$ cat config.mk
export PLATFORM = sky130hd
export DESIGN_NAME = cl_stream_dma
export DESIGN_NICKNAME = d
export VERILOG_FILES = /design/src/rtl/cl_pkg.sv /design/src/rtl/cl_regs.sv /design/src/rtl/cl_engine.sv /design/src/rtl/cl_stream_dma.sv
export SDC_FILE = /design/constraint.sdc
export NUM_CORES = 1
export LEC_CHECK = 0
export ABC_AREA = 1
export BUFFER_PORTS_ARGS = -buffer_cell sky130_fd_sc_hd__buf_2
export CORE_ASPECT_RATIO = 1.2
export CORE_MARGIN = 2
export CORE_UTILIZATION = 45
export DETAILED_ROUTE_END_ITERATION = 6
export PLACE_DENSITY = 0.61
export SYNTH_ARGS = -nofsm -noshare
export SYNTH_HDL_FRONTEND = slang
export SYNTH_SLANG_ARGS = --single-unit
$ cat constraint.sdc
create_clock -name clk_i -period 5.15 [get_ports clk_i]
set_input_delay 0.7725 -clock clk_i [delete_from_list [all_inputs] [get_ports clk_i]]
set_output_delay 0.7725 -clock clk_i [all_outputs]
set_load 0.01 [all_outputs]
$ cat src/rtl/cl_pkg.sv
package cl_pkg;
  typedef enum logic [2:0] {
    ST_IDLE, ST_DREQ, ST_DWAIT, ST_BREQ, ST_BWAIT, ST_SEND, ST_HOLD
  } eng_state_e;

  localparam logic [2:0] A_CTL  = 3'd0;
  localparam logic [2:0] A_STS  = 3'd1;
  localparam logic [2:0] A_BLO  = 3'd2;
  localparam logic [2:0] A_BHI  = 3'd3;
  localparam logic [2:0] A_LEN  = 3'd4;
  localparam logic [2:0] A_LAST = 3'd5;
  localparam logic [2:0] A_LCTL = 3'd6;
  localparam logic [2:0] A_LIM  = 3'd7;

  localparam logic [31:0] CTL_KEEP = 32'h00FF_003D;
  localparam int B_SRST = 0;
  localparam int B_RUN  = 1;
  localparam int B_IOCE = 2;
  localparam int B_DEIE = 4;
  localparam int S_IOC  = 2;
  localparam int S_DERR = 4;
endpackage

$ cat src/rtl/cl_regs.sv
module cl_regs
  import cl_pkg::*;
#(
  parameter int LAST_W = 8
) (
  input  logic              clk_i,
  input  logic              rst_ni,
  input  logic              reg_wr_i,
  input  logic [2:0]        reg_addr_i,
  input  logic [31:0]       reg_wdata_i,
  output logic [31:0]       reg_rdata_o,
  input  logic              running_i,
  input  logic              ioc_set_i,
  input  logic              derr_i,
  output logic              srst_o,
  output logic              run_req_o,
  output logic              ioce_o,
  output logic [63:0]       base_o,
  output logic [LAST_W-1:0] last_o,
  output logic              lim_en_o,
  output logic [31:0]       lim_o,
  output logic              irq_o
);
  logic [31:0]       ctl_q, base_hi_q, len_q, lim_q;
  logic [24:0]       base_lo_q;
  logic [LAST_W-1:0] last_q;
  logic              run_q, lim_en_q, ioc_q, derr_q;
  logic              w1c;

  assign w1c = reg_wr_i && (reg_addr_i == A_STS);

  always_ff @(posedge clk_i or negedge rst_ni) begin
    if (!rst_ni) begin
      ctl_q <= '0; run_q <= 1'b0; base_lo_q <= '0; base_hi_q <= '0;
      len_q <= '0; last_q <= '0; lim_en_q <= 1'b0; lim_q <= '0;
    end else begin
      if (reg_wr_i) begin
        unique case (reg_addr_i)
          A_CTL: begin
            ctl_q <= reg_wdata_i & CTL_KEEP;
            run_q <= reg_wdata_i[B_RUN];
          end
          A_BLO:  base_lo_q <= reg_wdata_i[31:7];
          A_BHI:  base_hi_q <= reg_wdata_i;
          A_LEN:  len_q     <= reg_wdata_i;
          A_LAST: last_q    <= reg_wdata_i[LAST_W-1:0];
          A_LCTL: lim_en_q  <= reg_wdata_i[0];
          A_LIM:  lim_q     <= reg_wdata_i;
          default: ;
        endcase
      end
      if (derr_i) run_q <= 1'b0;  // a bad descriptor drops the request
    end
  end

  // set has priority over a same-cycle clear
  always_ff @(posedge clk_i or negedge rst_ni) begin
    if (!rst_ni) begin
      ioc_q <= 1'b0; derr_q <= 1'b0;
    end else if (ctl_q[B_SRST]) begin
      ioc_q <= 1'b0; derr_q <= 1'b0;
    end else begin
      ioc_q  <= ioc_set_i | (ioc_q  & ~(w1c & reg_wdata_i[S_IOC]));
      derr_q <= derr_i    | (derr_q & ~(w1c & reg_wdata_i[S_DERR]));
    end
  end

  always_comb begin
    unique case (reg_addr_i)
      A_CTL:   reg_rdata_o = ctl_q | (32'(running_i) << B_RUN);
      A_STS:   reg_rdata_o = (32'(derr_q) << S_DERR) | (32'(ioc_q) << S_IOC);
      A_BLO:   reg_rdata_o = {base_lo_q, 7'd0};
      A_BHI:   reg_rdata_o = base_hi_q;
      A_LEN:   reg_rdata_o = len_q;
      A_LAST:  reg_rdata_o = {{(32-LAST_W){1'b0}}, last_q};
      A_LCTL:  reg_rdata_o = {31'd0, lim_en_q};
      default: reg_rdata_o = lim_q;
    endcase
  end

  assign srst_o    = ctl_q[B_SRST];
  assign run_req_o = run_q;
  assign ioce_o    = ctl_q[B_IOCE];
  assign base_o    = {base_hi_q, base_lo_q, 7'd0};
  assign last_o    = last_q;
  assign lim_en_o  = lim_en_q;
  assign lim_o     = lim_q;
  assign irq_o     = (ioc_q & ctl_q[B_IOCE]) | (derr_q & ctl_q[B_DEIE]);
endmodule

$ cat src/rtl/cl_engine.sv
module cl_engine
  import cl_pkg::*;
#(
  parameter int LAST_W = 8
) (
  input  logic              clk_i,
  input  logic              rst_ni,
  input  logic              srst_i,
  input  logic              run_req_i,
  input  logic [63:0]       base_i,
  input  logic [LAST_W-1:0] last_i,
  input  logic              lim_en_i,
  input  logic [31:0]       lim_i,
  output logic              mem_req_o,
  output logic [63:0]       mem_addr_o,
  input  logic [31:0]       mem_rdata_i,
  output logic              dout_valid_o,
  output logic [7:0]        dout_data_o,
  input  logic              dout_ready_i,
  output logic              running_o,
  output logic              ioc_set_o,
  output logic              derr_o
);
  eng_state_e        st_q;
  logic [LAST_W-1:0] idx_q;
  logic [1:0]        k_q;
  logic [63:0]       buf_q, cur_addr;
  logic [31:0]       len_q, boff_q, pos_q, word_q;
  logic              flag_q, go, at_lim, at_lim_nxt, hs, last_byte;

  assign go         = run_req_i && !srst_i;
  assign at_lim     = lim_en_i && (pos_q >= lim_i);
  assign at_lim_nxt = lim_en_i && ((pos_q + 32'd1) >= lim_i);
  assign cur_addr   = buf_q + {32'd0, boff_q};
  assign hs         = (st_q == ST_SEND) && dout_ready_i;
  assign last_byte  = (boff_q + 32'd1) == len_q;

  assign running_o    = st_q != ST_IDLE;
  assign dout_valid_o = st_q == ST_SEND;
  assign dout_data_o  = word_q[{cur_addr[1:0], 3'b000} +: 8];
  assign ioc_set_o    = hs && !srst_i && last_byte && flag_q;
  assign derr_o       = (st_q == ST_DWAIT) && !srst_i && (k_q == 2'd3) && (len_q == '0);
  assign mem_req_o    = go && ((st_q == ST_DREQ) || ((st_q == ST_BREQ) && !at_lim));
  assign mem_addr_o   = (st_q == ST_DREQ)
                      ? base_i + 64'({idx_q, 4'b0000}) + 64'({k_q, 2'b00})
                      : {cur_addr[63:2], 2'b00};

  always_ff @(posedge clk_i or negedge rst_ni) begin
    if (!rst_ni) begin
      st_q <= ST_IDLE; idx_q <= '0; k_q <= '0; buf_q <= '0; len_q <= '0;
      boff_q <= '0; pos_q <= '0; word_q <= '0; flag_q <= 1'b0;
    end else if (srst_i) begin
      st_q <= ST_IDLE;
    end else begin
      unique case (st_q)
        ST_IDLE: if (run_req_i) begin
          idx_q <= '0; k_q <= '0; pos_q <= '0; st_q <= ST_DREQ;
        end
        ST_DREQ: st_q <= run_req_i ? ST_DWAIT : ST_IDLE;
        ST_DWAIT: begin
          k_q <= k_q + 2'd1;
          unique case (k_q)
            2'd0: buf_q[31:0]  <= mem_rdata_i;
            2'd1: buf_q[63:32] <= mem_rdata_i;
            2'd2: len_q        <= mem_rdata_i;
            default: flag_q    <= mem_rdata_i[0];
          endcase
          if (k_q != 2'd3)        st_q <= ST_DREQ;
          else if (len_q == '0)   st_q <= ST_IDLE;
          else begin
            boff_q <= '0; st_q <= ST_BREQ;
          end
        end
        ST_BREQ: begin
          if (!run_req_i)  st_q <= ST_IDLE;
          else if (at_lim) st_q <= ST_HOLD;
          else             st_q <= ST_BWAIT;
        end
        ST_BWAIT: begin
          word_q <= mem_rdata_i;
          st_q   <= ST_SEND;
        end
        ST_SEND: if (dout_ready_i) begin
          pos_q  <= pos_q + 32'd1;
          boff_q <= boff_q + 32'd1;
          if (last_byte) begin
            idx_q <= (idx_q >= last_i) ? '0 : idx_q + 1'b1;
            k_q   <= '0;
            st_q  <= ST_DREQ;
          end else if (!run_req_i)     st_q <= ST_IDLE;
          else if (at_lim_nxt)         st_q <= ST_HOLD;
          else if (cur_addr[1:0] == 2'd3) st_q <= ST_BREQ;
        end
        ST_HOLD: begin
          if (!run_req_i)  st_q <= ST_IDLE;
          else if (!at_lim) st_q <= ST_BREQ;
        end
        default: st_q <= ST_IDLE;
      endcase
    end
  end
endmodule

$ cat src/rtl/cl_stream_dma.sv
module cl_stream_dma
  import cl_pkg::*;
#(
  parameter int LAST_W = 8
) (
  input  logic        clk_i,
  input  logic        rst_ni,
  input  logic        reg_wr_i,
  input  logic [2:0]  reg_addr_i,
  input  logic [31:0] reg_wdata_i,
  output logic [31:0] reg_rdata_o,
  output logic        mem_req_o,
  output logic [63:0] mem_addr_o,
  input  logic [31:0] mem_rdata_i,
  output logic        dout_valid_o,
  output logic [7:0]  dout_data_o,
  input  logic        dout_ready_i,
  output logic        irq_o
);
  logic              srst, run_req, ioce, running, ioc_set, derr, lim_en;
  logic [63:0]       base;
  logic [LAST_W-1:0] last;
  logic [31:0]       lim;

  cl_regs #(.LAST_W(LAST_W)) u_regs (
    .clk_i, .rst_ni, .reg_wr_i, .reg_addr_i, .reg_wdata_i, .reg_rdata_o,
    .running_i(running), .ioc_set_i(ioc_set), .derr_i(derr),
    .srst_o(srst), .run_req_o(run_req), .ioce_o(ioce), .base_o(base),
    .last_o(last), .lim_en_o(lim_en), .lim_o(lim), .irq_o
  );

  cl_engine #(.LAST_W(LAST_W)) u_engine (
    .clk_i, .rst_ni, .srst_i(srst), .run_req_i(run_req), .base_i(base),
    .last_i(last), .lim_en_i(lim_en), .lim_i(lim),
    .mem_req_o, .mem_addr_o, .mem_rdata_i,
    .dout_valid_o, .dout_data_o, .dout_ready_i,
    .running_o(running), .ioc_set_o(ioc_set), .derr_o(derr)
  );
endmodule

==> reports/results.txt, run 1 <==
The library cells used most frequently in the layout, excluding fill and tap cells, are nand2_1 (969), o21ai_0 (452), inv_1 (422). The growth of design area from synthesis to finish was 11.8%. For the total leakage power, the log shows 13.6 nW. Across all register-to-register paths, the minimum setup slack is 1000 ps.

The tools report the number of global-route vias before repair as 23.0k. The run gives 0 as the count of final hold-check violations. The share of final-layout standard cells stronger than drive strength 1 is 8.87%. The routed design has 95,900 um of wire. For the number of cells produced by synthesis, the log shows 3,425. For the area of the mapped netlist, the log shows 23,900 um2. Along the worst path, the maximum fanout reaches 7. The launching point of the worst reg2reg path was u_engine.pos_q[0]. The overall die width was 214 um; the global-route usage over all layers was 34.5%. For the register area share after synthesis, the log shows 36.9%. The logs give 0 for the count of final max-slew check failures and 45.5% for the effective utilization at floorplan. VDD sags by at most 0.000376 V.

In this run the deepest clock path goes through 3 buffers. In the routed design, unresolved DRC markers number 0. Mean cell area of the mapped netlist: 6.97 um2. Critical path class: reg -> out.

Combinational logic is responsible for 51.9% of the overall power. Once the clock tree was built, the resizer swapped 0 gates to a different size. The count of nets after finishing came out at 3,751. The logs give 0 for the number of buffers inserted by hold repair at cts and 92 for the placement row count. The internal power is 7.16 mW, and the count of different cell masters after synthesis is 57.

The total inserted antenna cells is 0, and the count of H-tree levels built during CTS is 2. The quantity of I/O buffers inserted on ports is 175. The number of iterations in the first detailed-routing pass is 6.

The total of max-cap violations was 0. The number of clock sinks is 352, and the number of warnings printed during yosys synthesis is 0. Ranked by total cell area, the synthesized netlist is headed by dfrtp_1 (37%), nand2_1 (15%), o21ai_0 (9.5%). The relative contribution of the clock network to total power is 20.4%. STA classifies the critical path endpoint as a primary output. The power per unit of standard cell area was 521 nW/um2. The run gives 0.993 as the final weighted congestion in routability-driven placement. The worst register-to-register path ends at u_engine.st_q[2]. The origin of the worst setup path is u_engine.boff_q[0]. The synthesis-stage register bit count is 352. The fraction of post-synthesis cell area in the top cell type by area is 36.9%, and the total number of vias is 24.0k. The async set or reset register ratio after synthesis came out at 100%. TritonCTS built the clock tree. The logs give 52,500 um2 for the placeable core area and 22.4 ps for the maximum clock skew at final layout.

The routed length per placed instance came out at 22.3 um. The buffers inserted during post-CTS setup optimization was 0; the peak clock frequency supported by timing was 0.209 GHz. The critical path ends at mem_addr_o[30].

Once detailed placement completed, the half-perimeter wirelength came to 75,700 um. The tools report the critical path startpoint category as a flip-flop. The run gives 26,700 um2 as the post-route cell area. At the pin with the least slew margin, the transition time is 1180 ps.

Number of cells on the worst reg-to-reg path: 27. The run finished with clean final reports. In this run the clock root is driven by a clkbuf_16. The cell type with the largest total area after synthesis was dfrtp_1.

The instance area at placement was 25,400 um2. The most used flip-flop cell after synthesis is dfrtp_1. Clock-pin slew was measured on the worst setup and hold paths at 60 ps. The initial antenna violation count is 2.

Final total negative setup slack: 0 ps. The count of pins on the block boundary came out at 178. The part of the power in registers is 27.7%, and the filler cell count in the final layout is 5,415. The clock period could shrink to 4780 ps. The most common cell after layout, fill and taps aside is nand2_1. The latest clock arrival within the worst-skew pair was 570 ps; the die height was 256 um. Setup repair after global routing left no endpoint under its margin.

Setup violations remaining at the end of the flow were counted as 0. Counting flops with a built-in enable in the synthesized netlist gives 0. The first global-routing pass estimated 143,000 um of wire. Data on the critical path arrives at its endpoint at 4010 ps.

The total net switching power was 6.73 mW. For the worst-case headroom to the max-slew limit, the log shows 21.1%. The remaining number of nets flagged by the antenna check after routing is 0, and the switching part of the total is 48.4%. In this run the worst hold path is classified as in -> async.

Overall power consumption after layout is estimated at 13.9 mW. In this run, CTS created clock tree buffers numbering 40. The initial detailed-routing violation count was 2,030; the worst endpoint required time was 4380 ps.

The routed via count divided by cell count was 5.59; the area of the die was 54,900 um2. Hold is met by 225 ps. After layout, the worst path uses 92.8% of the clock period. The total overflow left after global routing is 0. Entering global routing, the biggest net connects 100 pins.
how the worst min path moves through the flow:
stage | start | endpoint | cells after the start
final | rst_ni | u_engine.pos_q[18] | 1
after global routing | rst_ni | u_engine.pos_q[18] | 1
after CTS | rst_ni | u_engine.pos_q[18] | 1
after detailed placement | u_engine.word_q[16] | u_engine.word_q[16] | 2
after global placement | u_engine.word_q[10] | u_engine.word_q[10] | 2
after floorplan | u_engine.word_q[16] | u_engine.word_q[16] | 2
worst max-delay path, cell delays in order (launching register included):
cell and delay (ps):
dfrtp_1 460, ha_1 270, fa_1 410, nand3_1 100, nand2_1 80, a21oi_1 290
o21ai_0 270, a21oi_1 360, o21ai_1 290, xnor2_1 200, o21ai_0 470, buf_2 230
logic make-up (layout without fill, tap and decap cells):
family,Yosys count,count (layout),share of synthesized area (%)
flops,352,352,36.9
simple gates,1614,1614,28.5
buf+inv,530,690,8.44
compound gates,712,712,16.2
other cells,1,2,0.0157
xor+xnor,97,97,3.62
fa+ha+maj,119,119,6.30
metrics by stage:
stage | util, % | std cells | setup slack, ps
2_1_floorplan | - | 3426 | 1750
3_3_place_gp | 48.4 | 4224 | 892
3_5_place_dp | 48.4 | 4224 | 852
4_1_cts | 50.8 | 4291 | 244
5_1_grt | 50.8 | 4291 | 43.3
6_report | 50.8 | 4291 | 369
power by group through the flow:
stage | Combinational, mW | Clock, mW | Sequential (mW)
after floorplan | 4.32 | 0 | 3.65
after global placement | 7.10 | 0 | 3.85
after detailed placement | 7.12 | 0 | 3.86
after CTS | 7.15 | 2.88 | 3.82
after global routing | 7.87 | 2.99 | 3.90
final | 7.22 | 2.83 | 3.84
synthesized netlist by cell type (3+ instances only):
| cell | number |
|---|---|
| or2_2 | 5 |
| a31oi_1 | 9 |
| inv_2 | 6 |
| inv_1 | 422 |
| o31ai_1 | 5 |
| nand3b_1 | 15 |
| nand4_1 | 39 |
| nand2_4 | 3 |
| o22ai_1 | 45 |
| clkinv_1 | 3 |
| a21o_1 | 8 |
| nand2_1 | 976 |
| o21ai_2 | 3 |
| dfrtp_1 | 352 |
| o21a_1 | 8 |
| buf_1 | 3 |
| xor2_1 | 75 |
| nor2_2 | 9 |
| o21ai_1 | 6 |
| xnor2_1 | 21 |
| nand3_1 | 144 |
| clkbuf_1 | 91 |
| nor3_1 | 59 |
| a21oi_1 | 120 |
| o2111ai_1 | 8 |
| ha_1 | 117 |
| a221oi_1 | 22 |
| o21bai_1 | 10 |
| nor4_1 | 33 |
| o211ai_1 | 4 |
| nand2_2 | 15 |
| nor2_1 | 294 |
| a21boi_0 | 4 |
| nor2_4 | 8 |
| o21ai_0 | 453 |
per-layer routing:
layer | vias up | part of all wire [%] | GRT usage (%)
li1 | 11500 | - | -
met1 | 11400 | 40 | 42.4
met2 | 863 | 48 | 58.6
met3 | 225 | 5.2 | 3.57
met4 | 2 | 6.9 | 20.4
met5 | - | 0.010 | 0
flip-flops by register name (all words and copies together), names as in the netlist, 8 cells and up:
name	cells
u_engine.pos_q	32
u_regs.lim_o	32
u_regs.base_hi_q	32
u_engine.len_q	32
u_engine.word_q	32
u_regs.base_lo_q	25
u_engine.idx_q	8
u_engine.boff_q	32
u_regs.last_o	8
u_engine.buf_q	64
u_regs.ctl_q	13
u_regs.len_q	32
final cells by class:
class / count / area, um2 / share of cell area [%]
multi-input cells: 2544 / 13100 / 49.0
flip-flops and latches: 352 / 8810 / 33.0
inverters: 432 / 1630 / 6.10
clock buffers: 55 / 1130 / 4.23
repair buffers: 191 / 1030 / 3.86
well taps: 705 / 882 / 3.31
clock inverters: 12 / 124 / 0.464
Power figures use the tool's default switching activity.
==> run 2: changes to the inputs <==
--- a/config.mk
+++ b/config.mk
@@ -5,13 +5,12 @@
 export SDC_FILE = /design/constraint.sdc
 export NUM_CORES = 1
 export LEC_CHECK = 0
-export ABC_AREA = 1
 export BUFFER_PORTS_ARGS = -buffer_cell sky130_fd_sc_hd__buf_2
 export CORE_ASPECT_RATIO = 1.2
 export CORE_MARGIN = 2
-export CORE_UTILIZATION = 45
+export CORE_UTILIZATION = 62
 export DETAILED_ROUTE_END_ITERATION = 6
-export PLACE_DENSITY = 0.61
+export PLACE_DENSITY = 0.8
 export SYNTH_ARGS = -nofsm -noshare
 export SYNTH_HDL_FRONTEND = slang
 export SYNTH_SLANG_ARGS = --single-unit
==> constraint.sdc (replaced) <==
create_clock -name clk_i -period 4.6 [get_ports clk_i]
set_input_delay 0.69 -clock clk_i [delete_from_list [all_inputs] [get_ports clk_i]]
set_output_delay 0.69 -clock clk_i [all_outputs]
set_load 0.01 [all_outputs]
==> run 2 against run 1 <==
Against the previous run:
- non-clock buffer count up 34
- sequential share of layout area increased by 1.2 points
- first-iteration DRC count is 17% lower
- sequential cell count unchanged
- utilization up 19 points
- final area down 3.4%
- sequential power rose by 28%
- global-route usage rose by 3.4 points
- count of clock-buffer cells in the layout fell by 2
- area after synthesis fell by 3.5%
- register-to-register slack got worse by 740 ps
- total power fell by 4.9%
- critical endpoint is now mem_addr_o[49]
- highest routed layer is now met4
==> reports/results.txt, run 2 <==
For this design the total switching power over the nets is 5.16 mW. The number of cells on the worst reg-to-reg path is 16. Along the worst path, the maximum fanout reaches 7. The peak supply drop came out at 0.000468 V. The worst path needs 4450 ps of the cycle, external delays included. In the synthesized netlist, the cells that appear most often are dfrtp_1 (352), mux2_2 (279), nand2_1 (203). The register with the most flip-flops in the final layout is u_engine.buf_q. The die covers 38,700 um2. Sequential cells account for 37.2% of the total power.

The power per unit of standard cell area came out at 512 nW/um2. Summing all flip-flop and latch instances after layout gives 8810 um2. The most common flop cell mapped by yosys was dfrtp_1.

The critical-path cell with the highest stage delay was dfrtp_1. The filler cell count in the final layout was 2,836; the area used by multi-input combinational logic was 13,500 um2. Number of flip-flops in the largest register: 64. Net switching is 39.1% of the power. Between clock sinks in the finished design, the worst skew comes to 22.1 ps.

For the pin with the worst max-slew slack, the measured transition is 946 ps. The tools report the residual overflow from global routing as 0. From left edge to right edge, the die measures 180 um. Of the total power, combinational logic draws 38.7%. The run finished with clean final reports. The logs give 23,000 um2 for the area of the mapped netlist and 0 for the number of warnings printed during yosys synthesis.

In this run, post-CTS hold repair placed 0 buffers. STA classifies the critical path endpoint as a primary output. The peak clock frequency supported by timing is 0.225 GHz. The clock passes through at most 3 buffers. The first routing iteration left 1,688 violations. The repair_antennas step left the layout with diodes totalling 0. After the last flow step, the layout net total stands at 2,708.

The number of placed instances, taps included, is 2,951. The fraction of post-synthesis cell area in the top cell type by area is 38.2%, and the routed via count divided by cell count is 6.55. The placement row count is 77. STA classifies the critical path startpoint as a flip-flop. Maximum single-stage delay on the critical path: 480 ps. Critical path class: reg -> out. In this run, synthesis inferred 0 flip-flops with an integrated enable.

Yosys instantiated no cell more often than dfrtp_1. The tools report the number of cells produced by synthesis as 2,377. With fillers left out, the area of the finished cells amounts to 25,800 um2. In this run, CTS created clock tree buffers numbering 38. The first detailed-routing pass ran for 6 iterations. The tools report the count of final hold-check violations as 0.

Averaged over all synthesized cells, the footprint is 9.69 um2. The clock tree synthesis step divided the H-tree into 2 levels. The core region is 36,700 um2. The later pin in the worst-skew pair is clocked with a latency of 560 ps.

For this configuration, the core starts out at a cell density of 62.8%. The final count of negative-setup-slack endpoints is 0. For the total number of vias, the log shows 19.8k.

The library cell used as clock root buffer was clkbuf_16. During placement, the flow inserted port buffers numbering 175. Setup repair after global routing could not meet its margin everywhere. The synthesis-stage register bit count works out to 352.

The critical path goes through ha_1, a211oi_1, o211ai_1, buf_4, a41oi_1, nor2_1, o31ai_2, a21boi_1, nand4_1, nor2_1, xnor2_1, o21ai_0, buf_2. For the worst setup path, the data required time is 3910 ps. The count of nets left with antenna violations once routing finished came out at 0. Compared with the post-synthesis result, the final layout area differs by 11.9%. The overall power consumption came out at 13.2 mW. The routed length per placed instance came out at 24.7 um.

After synthesis, flip-flops and latches occupy 38.2% of the total area. After detailed routing, the total wire length is 74,500 um. The library cells used most frequently in the layout, excluding fill and tap cells, are dfrtp_1 (349), mux2_2 (279), nand2_1 (201).

TritonCTS built the clock tree. The count of final max-slew check failures is 0, and the relative contribution of the clock network to total power is 24.1%. Excluding fillers, the count of instances in the completed layout stands at 3,019.

The total leakage power is 11.5 nW. The share of final-layout standard cells stronger than drive strength 1 was 25.3%; the async set or reset register ratio after synthesis was 100%. The global-route usage over all layers is 37.8%, and the final weighted congestion in routability-driven placement is 0.970.

By area the synthesized netlist is led by dfrtp_1 (38%), mux2_2 (14%), ha_1 (6.4%). The count of pins on the block boundary is 178, and the post-route clock period utilization is 96.7%. After clock tree synthesis, the clock-pin slew on the worst setup and hold paths is 60 ps. For this run, design rule violations remaining after detail routing come to 0. The netlist uses 85 different library cells. The first-pass GRT wire length was 114,000 um. For the number of global-route vias before repair, the log shows 19.6k.

Measured against its own limit, the worst slew margin works out to 36.9%. The pin count of the biggest net entering global routing was 122. Data on the critical path arrives at its endpoint at 3760 ps. Cell type with the highest occurrence count on the critical path: nor2_1. The library cell used most frequently in the layout, excluding fill and tap cells, is dfrtp_1. Summed over all instances, the cell type with the most area after synthesis is dfrtp_1. Max-cap violations in this run came to 0. The floorplan step set the die height to 215 um.

The tightest min-delay check is of the in -> async type. Detailed placement ended at an HPWL of 55,600 um. The internal power of the cells totals 8.05 mW. CTS saw 352 sinks. Initial antenna violation count: 0. Instance area at placement: 24,300 um2.
[run 2: timing repair]
action / in CTS / in global routing
pin swaps: 1 / 4
endpoints found under the setup margin: 26 / 31
setup buffers: 1 / 0
resized for setup: 10 / 27
hold endpoints to repair: 0 / 0
[run 2: metrics by stage]
step	setup TNS [ps]	hold slack (ps)	utilization [%]	worst slack (ps)
CTS	0	287	70.0	15.5
detailed placement	0	492	66.3	242
floorplan	0	394	-	418
global placement	0	483	66.3	307
global route	-74.7	317	70.2	-22.8
finish	0	244	70.2	150
[run 2: cells by family after synthesis]
logic type	Yosys count	synth area share [%]
AO/OA/AOI/OAI	499	13.5
XOR/XNOR	177	6.73
adder cells (fa/ha/maj)	119	6.53
buffers and inverters	202	3.88
flip-flops	352	38.2
multiplexers	311	15.5
other	1	0.0163
AND/OR/NAND/NOR	716	15.6
[run 2: area by class of cell]
| type | count | share of cell area [%] |
|---|---|---|
| multi-input combinational | 1824 | 52.4 |
| sequential | 352 | 34.2 |
| timing repair buffer | 225 | 4.99 |
| clock buffer | 53 | 4.18 |
| tap | 474 | 2.30 |
| inverter | 77 | 1.12 |
| clock inverter | 14 | 0.786 |
[run 2: path summary, 6_finish.rpt]
check / startpoint / end / slack (ps)
max in group asynchronous: rst_ni / u_engine.buf_q[39] / 3310
min in group clk_i: reg_wdata_i[19] / u_regs.ctl_q[19] / 440
min: rst_ni / u_regs.ctl_q[20] / 240
max reg2reg: u_engine.pos_q[2] / u_engine.st_q[2] / 260
min reg2reg: u_engine.word_q[16] / u_engine.word_q[16] / 510
max: u_engine.boff_q[6] / mem_addr_o[49] / 150
[run 2: power by group through the flow]
stage,sequential [mW],combinational (mW),clock [mW]
floorplan,4.53,3.38,0
global placement,4.84,4.86,0
detailed placement,4.91,4.96,0
CTS,4.87,5.04,3.20
global route,5.00,5.46,3.32
finish,4.91,5.11,3.18
[run 2: critical path, delay by kind of cell (launching register included)]
| family | cells | cell delay, ps |
|---|---|---|
| AO/OA/AOI/OAI | 6 | 1420 |
| XOR/XNOR | 1 | 130 |
| adder cells (fa/ha/maj) | 1 | 400 |
| buffers and inverters | 2 | 350 |
| flip-flops | 1 | 480 |
| AND/OR/NAND/NOR | 3 | 420 |
[run 2: routing by layer]
metal,wire (um),GRT usage [%]
met5,0,0
met4,5200,22.5
met3,5110,5.02
met2,35500,63.2
met1,28700,47.1
